--- src/rtl/erase_seq_pkg.sv ---
package erase_seq_pkg;
  typedef enum logic [2:0] {
    ST_IDLE,
    ST_PROG,
    ST_RD0,
    ST_CMP0,
    ST_ERASE,
    ST_RD1,
    ST_CMP1,
    ST_SUSP
  } seq_st_t;
endpackage

--- src/rtl/erase_word_ctr.sv ---
module erase_word_ctr #(
  parameter int IDX_W = 6
) (
  input  logic             clk,
  input  logic             rst_n,
  input  logic             clr,
  input  logic             inc,
  output logic [IDX_W-1:0] idx,
  output logic             last
);
  always_ff @(posedge clk or negedge rst_n) begin
    if (!rst_n)   idx <= '0;
    else if (clr) idx <= '0;
    else if (inc) idx <= idx + 1'b1;
  end

  assign last = (idx == {IDX_W{1'b1}});

  // the index never wraps on an increment
  a_r2_no_wrap: assert property (@(posedge clk) disable iff (!rst_n)
    (inc && !clr) |-> !last);
endmodule

--- src/rtl/erase_retry_ctr.sv ---
module erase_retry_ctr #(
  parameter int MAX_RETRY = 3,
  parameter int CNT_W     = 2
) (
  input  logic             clk,
  input  logic             rst_n,
  input  logic             clr,
  input  logic             inc,
  output logic [CNT_W-1:0] cnt,
  output logic             at_max
);
  always_ff @(posedge clk or negedge rst_n) begin
    if (!rst_n)   cnt <= '0;
    else if (clr) cnt <= '0;
    else if (inc) cnt <= cnt + 1'b1;
  end

  assign at_max = (cnt == CNT_W'(MAX_RETRY));

  // the retry count stays within its bound
  a_r6_retry_bounded: assert property (@(posedge clk) disable iff (!rst_n)
    cnt <= CNT_W'(MAX_RETRY));
endmodule

--- src/rtl/erase_seq.sv ---
module erase_seq
  import erase_seq_pkg::*;
#(
  parameter int ADDR_W    = 12,
  parameter int DATA_W    = 16,
  parameter int BLK_WORDS = 64,
  parameter int MAX_RETRY = 3
) (
  input  logic              clk,
  input  logic              rst_n,
  input  logic              start,
  input  logic [ADDR_W-1:0] start_addr,
  input  logic              suspend_req,
  input  logic              resume_req,
  output logic [ADDR_W-1:0] mem_addr,
  output logic              mem_we,
  output logic [DATA_W-1:0] mem_wdata,
  output logic              mem_re,
  input  logic [DATA_W-1:0] mem_rdata,
  output logic              erase_pulse,
  output logic              busy,
  output logic              suspended,
  output logic              done,
  output logic              fail
);
  localparam int OFF_W = $clog2(BLK_WORDS);
  localparam int RTY_W = (MAX_RETRY < 1) ? 1 : $clog2(MAX_RETRY + 1);

  function automatic logic [ADDR_W-1:0] blk_base(input logic [ADDR_W-1:0] a);
    return {a[ADDR_W-1:OFF_W], {OFF_W{1'b0}}};
  endfunction

  function automatic logic [ADDR_W-1:0] word_addr(input logic [ADDR_W-1:0] base,
                                                  input logic [OFF_W-1:0]  off);
    return {base[ADDR_W-1:OFF_W], off};
  endfunction

  function automatic logic is_all(input logic [DATA_W-1:0] d, input logic b);
    return d == {DATA_W{b}};
  endfunction

  seq_st_t           st_q, nxt, ret_q;
  logic [ADDR_W-1:0] base_q;
  logic              fix_q, fail_q, done_q, zero_ok_q;
  logic [OFF_W-1:0]  idx;
  logic              last;
  logic [RTY_W-1:0]  rcnt;
  logic              r_at_max;
  logic              idx_clr, idx_inc, r_clr, r_inc;
  logic              set_fix, clr_fix, set_zok, go_fail, go_done, accept;

  // named events used by the assertions
  logic at_boundary, take_susp, rd_match;

  assign at_boundary = (st_q == ST_PROG) || (st_q == ST_RD0) ||
                       (st_q == ST_ERASE) || (st_q == ST_RD1);
  assign take_susp   = at_boundary && suspend_req;
  assign rd_match    = is_all(mem_rdata, st_q == ST_CMP1);
  assign accept      = (st_q == ST_IDLE) && start;

  erase_word_ctr #(.IDX_W(OFF_W)) u_word (
    .clk(clk), .rst_n(rst_n), .clr(idx_clr), .inc(idx_inc),
    .idx(idx), .last(last));

  erase_retry_ctr #(.MAX_RETRY(MAX_RETRY), .CNT_W(RTY_W)) u_retry (
    .clk(clk), .rst_n(rst_n), .clr(r_clr), .inc(r_inc),
    .cnt(rcnt), .at_max(r_at_max));

  always_comb begin
    nxt = st_q;
    idx_clr = 1'b0; idx_inc = 1'b0; r_clr = 1'b0; r_inc = 1'b0;
    set_fix = 1'b0; clr_fix = 1'b0; set_zok = 1'b0;
    go_fail = 1'b0; go_done = 1'b0;
    unique case (st_q)
      ST_IDLE: if (start) begin nxt = ST_PROG; idx_clr = 1'b1; r_clr = 1'b1; end
      ST_PROG: begin
        if (take_susp)  nxt = ST_SUSP;
        else if (fix_q) begin nxt = ST_RD0; clr_fix = 1'b1; end
        else if (last)  begin nxt = ST_RD0; idx_clr = 1'b1; end
        else            idx_inc = 1'b1;
      end
      ST_RD0:  nxt = take_susp ? ST_SUSP : ST_CMP0;
      ST_CMP0: begin
        if (rd_match) begin
          if (last) begin
            nxt = ST_ERASE; idx_clr = 1'b1; r_clr = 1'b1; set_zok = 1'b1;
          end else begin
            nxt = ST_RD0; idx_inc = 1'b1;
          end
        end else if (r_at_max) begin
          nxt = ST_IDLE; go_fail = 1'b1;
        end else begin
          nxt = ST_PROG; r_inc = 1'b1; set_fix = 1'b1;
        end
      end
      ST_ERASE: nxt = take_susp ? ST_SUSP : ST_RD1;
      ST_RD1:   nxt = take_susp ? ST_SUSP : ST_CMP1;
      ST_CMP1: begin
        if (rd_match) begin
          if (last) begin nxt = ST_IDLE; go_done = 1'b1; end
          else begin nxt = ST_RD1; idx_inc = 1'b1; end
        end else if (r_at_max) begin
          nxt = ST_IDLE; go_fail = 1'b1;
        end else begin
          nxt = ST_ERASE; r_inc = 1'b1;
        end
      end
      ST_SUSP: if (resume_req) nxt = ret_q;
      default: nxt = ST_IDLE;
    endcase
  end

  always_ff @(posedge clk or negedge rst_n) begin
    if (!rst_n) begin
      st_q      <= ST_IDLE;
      ret_q     <= ST_IDLE;
      base_q    <= '0;
      fix_q     <= 1'b0;
      fail_q    <= 1'b0;
      done_q    <= 1'b0;
      zero_ok_q <= 1'b0;
    end else begin
      st_q   <= nxt;
      done_q <= go_done || go_fail;
      if (take_susp) ret_q <= st_q;
      if (accept) begin
        base_q    <= blk_base(start_addr);
        fail_q    <= 1'b0;
        zero_ok_q <= 1'b0;
        fix_q     <= 1'b0;
      end else begin
        if (go_fail) fail_q    <= 1'b1;
        if (set_zok) zero_ok_q <= 1'b1;
        if (set_fix)      fix_q <= 1'b1;
        else if (clr_fix) fix_q <= 1'b0;
      end
    end
  end

  assign mem_addr    = word_addr(base_q, idx);
  assign mem_wdata   = '0;
  assign mem_we      = (st_q == ST_PROG) && !suspend_req;
  assign mem_re      = ((st_q == ST_RD0) || (st_q == ST_RD1)) && !suspend_req;
  assign erase_pulse = (st_q == ST_ERASE) && !suspend_req;
  assign busy        = (st_q != ST_IDLE);
  assign suspended   = (st_q == ST_SUSP);
  assign done        = done_q;
  assign fail        = fail_q;

  // no array activity while parked
  a_r7_quiet_when_susp: assert property (@(posedge clk) disable iff (!rst_n)
    suspended |-> (!mem_we && !mem_re && !erase_pulse && busy));

  // parked state is left only through a resume
  a_r8_stay_parked: assert property (@(posedge clk) disable iff (!rst_n)
    (suspended && !resume_req) |=> suspended);

  // the erase strobe follows a fully passed zero check
  a_r4_erase_after_zero: assert property (@(posedge clk) disable iff (!rst_n)
    erase_pulse |-> zero_ok_q);

  // accesses stay inside the selected block
  a_r1_same_block: assert property (@(posedge clk) disable iff (!rst_n)
    (mem_we || mem_re || erase_pulse) |->
      (mem_addr[ADDR_W-1:OFF_W] == base_q[ADDR_W-1:OFF_W]));

  // a start during an operation leaves the block unchanged
  a_r9_start_ignored: assert property (@(posedge clk) disable iff (!rst_n)
    (busy && start) |=> $stable(base_q));

  // completion is a single-cycle pulse, with busy already low
  a_r10_done_pulse: assert property (@(posedge clk) disable iff (!rst_n)
    done |-> (!busy && !suspended) ##1 !done);

  // a failure is reported together with completion
  a_r6_fail_with_done: assert property (@(posedge clk) disable iff (!rst_n)
    $rose(fail) |-> done);
endmodule

--- config.mk ---
export PLATFORM = sky130hd
export DESIGN_NAME = erase_seq
export DESIGN_NICKNAME = d
export VERILOG_FILES = /design/src/rtl/erase_seq_pkg.sv /design/src/rtl/erase_word_ctr.sv /design/src/rtl/erase_retry_ctr.sv /design/src/rtl/erase_seq.sv
export SDC_FILE = /design/constraint.sdc
export NUM_CORES = 1
export LEC_CHECK = 0
export ABC_AREA = 1
export BUFFER_PORTS_ARGS = -buffer_cell sky130_fd_sc_hd__buf_4
export CAP_MARGIN = 40
export CORE_UTILIZATION = 49
export CTS_BUF_LIST = sky130_fd_sc_hd__clkbuf_8
export DETAILED_ROUTE_END_ITERATION = 6
export MAX_ROUTING_LAYER = met4
export PLACE_DENSITY = 0.87
export SLEW_MARGIN = 10
export SYNTH_ARGS = -nofsm -noshare
export SYNTH_HDL_FRONTEND = slang
export SYNTH_HIERARCHICAL = 1
export SYNTH_SLANG_ARGS = --single-unit
--- constraint.sdc ---
create_clock -name clk -period 2.4 [get_ports clk]
set_input_delay 0 -clock clk [delete_from_list [all_inputs] [get_ports clk]]
set_output_delay 0 -clock clk [all_outputs]
set_load 0.02 [all_outputs]
==> flow_summary_export.csv <==
group,metric,value,unit
status,status,"finished, violations left",
status,violations,"design-rule violations",
setup_path,reg2reg_from,"u_word/idx[0]",
logic_synthesis,synth_area,0.00151,sq mm
cts,cts.sinks,23,
global_routing,grt_pass1_wl,5300,um
sta,finalHoldViolCount,0,
min_path,min_path_cells,4,
sta,setup-tns-final,0,ps
cells_and_area,num_antenna_cells,0,
setup_path,critical_path_class,"register to register",
logic_synthesis,yosys-top-cells-area,"dfrtp_1 (38%), nand2_1 (15%), nor2_1 (8.4%), buf_4 (7.9%), inv_1 (6.5%)",
cells_and_area,n_fill_cell,256,
route,routed_wl,3140,um
pwr,powerDensity,1010,mW/mm^2
pwr,irDropWorstVdd,0.000571,V
min_path,hp-class,"primary input to register",
setup_path,reg2reg_depth,11,
die,start_util,0.534,
setup_path,start_kind,"register",
place,gp_congestion,0.894,
die,die-area,0.00331,sq mm
logic_synthesis,synth_cell_type_count,26,
global_routing,antenna_found_initial,0,
route,dr.pass1.iters,6,
min_path,holdPathEnd,"st_q[1]",
pwr,p_switching,889,uW
cts,cts_setup_buffers,0,
job,drv_cap,0,
route,drc_errors,2,
cells_and_area,drive_gt1_frac,0.232,
cts,cts-buffers-inserted,3,
logic_synthesis,synth.top_cell.area_share,0.381,
min_path,min-delay-start,"resume_req",
cts,cts_root_buf,"clkbuf_8",
logic_synthesis,synth_area_leader_cell,"dfrtp_1",
pwr,leakage,1.06,nW
cells_and_area,area_growth,28.8,%
route,dr_total_vias,1482,
logic_synthesis,synth_seq_cells,23,
setup_path,required,2550,ps
logic_synthesis,syn-mean-instance-area,7.00,sq um
logic_synthesis,syn-instance-count,216,
cts,cts_tree,"done",
sta,post-route-min-period,2000,ps
place,portBuffers,45,
setup_path,cp_max_fo,5,
die,rows,19,
die,core,0.00283,sq mm
die,die_x,57.5,um
cells_and_area,multi_input_area,752,sq um
cts,clock_path_buffers,2,
setup_path,r2r_end,"u_word/idx[3]",
route,ant_nets,0,
sta,rsz0062_at_grt,"false",
pwr,finalPower,1.96,mW
sta,min_period_over_period,0.833,
setup_path,reg2reg_setup_slack,400,ps
setup_path,cp.arrival,2150,ps
sta,timing.fmax,500,MHz
cts,clk_pin_slew_worst_paths,80,ps
cts,htree_levels,1,
cells_and_area,ff_latch_area,576,sq um
cells_and_area,finalNetCount,308,
global_routing,grt_util_all_layers,0.213,
die,io_pins,68,
route,drt-initial-drc-count,42,
route,via_per_inst,4.89,
route,wire_per_inst,10.4,um
global_routing,grt_pass1_vias,1325,
place,hpwlAfterDp,2430,um
cts,insertion_delay,260,ps
pwr,p_int,1.07,mW
global_routing,grt_max_degree,24,
pwr,clock_power_share,0.123,
logic_synthesis,ys_seq_area_frac,0.381,
setup_path,critPathCaptureType,"register",
pwr,combPwrFrac,0.524,
global_routing,overflow,0,
sta,setup-violations-final,0,
pwr,swShare,0.454,
pwr,p_seq_frac,0.354,
die,die_h,57.5,um
logic_synthesis,synth_warnings,6,
sta,drv_slew,0,
sta,fin_skew,4.36,ps
[metal layers]
layer	track usage	wire [um]	vias to the layer above
met5	-	0	-
met1	0.238	1350	676
li1	-	-	761
met2	0.384	1620	41
met4	0.0418	28	0
met3	0.0522	136	4
[how the worst max path moves through the flow]
| stage | slack [ps] | startpoint | depth (start not counted) | end |
|---|---|---|---|---|
| after floorplan | 370 | u_word/idx[1] | 10 | u_word/idx[3] |
| after detailed placement | 420 | u_word/idx[1] | 11 | u_word/idx[3] |
| after global routing | 170 | u_word/idx[1] | 10 | u_word/idx[2] |
| after global placement | 460 | u_word/idx[1] | 11 | u_word/idx[3] |
| after CTS | 410 | u_word/idx[1] | 11 | u_word/idx[3] |
| final | 400 | u_word/idx[0] | 11 | u_word/idx[3] |
[worst max-delay path, cell delays in order, from the launching register on]
cell and delay (ps):
dfrtp_1 410, ha_1 210, nand2_1 70, nor3_1 160, buf_4 170, a21oi_1 60, nand2_1 100, nand3_1 160
nor2_1 250, nor2_1 70, o21ai_0 150, nor2_1 70
[power groups by stage]
stage	logic [mW]	registers, mW	clock network, mW
finish	1.03	0.693	0.241
global route	1.15	0.713	0.270
CTS	1.03	0.690	0.252
detailed placement	1.02	0.699	0
global placement	0.991	0.690	0
floorplan	0.642	0.756	0
[sequential cells by signal, summed over array words and instances (netlist names)]
register and cells:
base_q 6, done 1, fail 1, fix_q 1
ret_q 3, st_q 3, u_retry/cnt 2, u_word/idx 6
[synth_stat cells]
library cell	number
a21oi_1	6
a221oi_1	1
a31oi_1	1
buf_4	16
buf_6	1
conb_1	1
dfrtp_1	23
ha_1	2
inv_1	26
inv_2	3
nand2_1	59
nand2_2	3
nand3_1	13
nand3_2	2
nand4_1	5
nor2_1	34
nor2_2	1
nor2_4	1
nor3_1	3
nor3_2	1
nor3_4	1
nor3b_1	2
o211ai_1	2
o21ai_0	6
o22ai_1	2
or2_1	1
[layout make-up]
type,instances,area share
Timing Repair Buffer,54,0.217
Sequential cell,23,0.296
Clock inverter,1,0.00386
Tap cell,31,0.0199
Clock buffer,3,0.0212
Inverter,29,0.0559
Multi-Input combinational cell,162,0.386
[logic make-up (layout without fill, tap and decap cells)]
family                   after synthesis  count (layout)  share of synthesized area
AO/OA/AOI/OAI                         18              18                     0.0679
adder cells (fa/ha/maj)                2               2                     0.0166
buffers and inverters                 46              87                      0.159
flip-flops                            23              23                      0.381
other                                  1              16                    0.00248
AND/OR/NAND/NOR                      126             126                      0.373
[stage by stage]
stage	setup WS [ps]	util	hold WS, ps	cells	instance area, sq um
floorplan	373	-	-296	231	1570
global placement	456	0.646	-91.2	292	1830
detailed placement	423	0.646	-91.7	292	1830
CTS	408	0.688	12.3	303	1950
global route	166	0.688	32.2	303	1950
finish	401	0.688	18.9	303	1950
[cells in the final DEF (no fill, tap or decap), drive strengths merged]
master	synthesis	final
a21oi	6	6
a221oi	1	1
a31oi	1	1
buf	17	47
clkbuf	0	3
clkinvlp	0	1
conb	1	16
dfrtp	23	23
dlygate4sd3	0	7
ha	2	2
inv	29	29
nand2	62	62
nand3	15	15
nand4	5	5
nor2	36	36
nor3	5	5
nor3b	2	2
o211ai	2	2
o21ai	6	6
o22ai	2	2
or2	1	1
[what timing repair did]
item | 4_1_cts | 5_1_grt
endpoints found under the hold margin | 29 | 0
resized for setup | 0 | 0
hold buffers | 7 | 0
No activity file was read; power rests on OpenSTA's default activity.
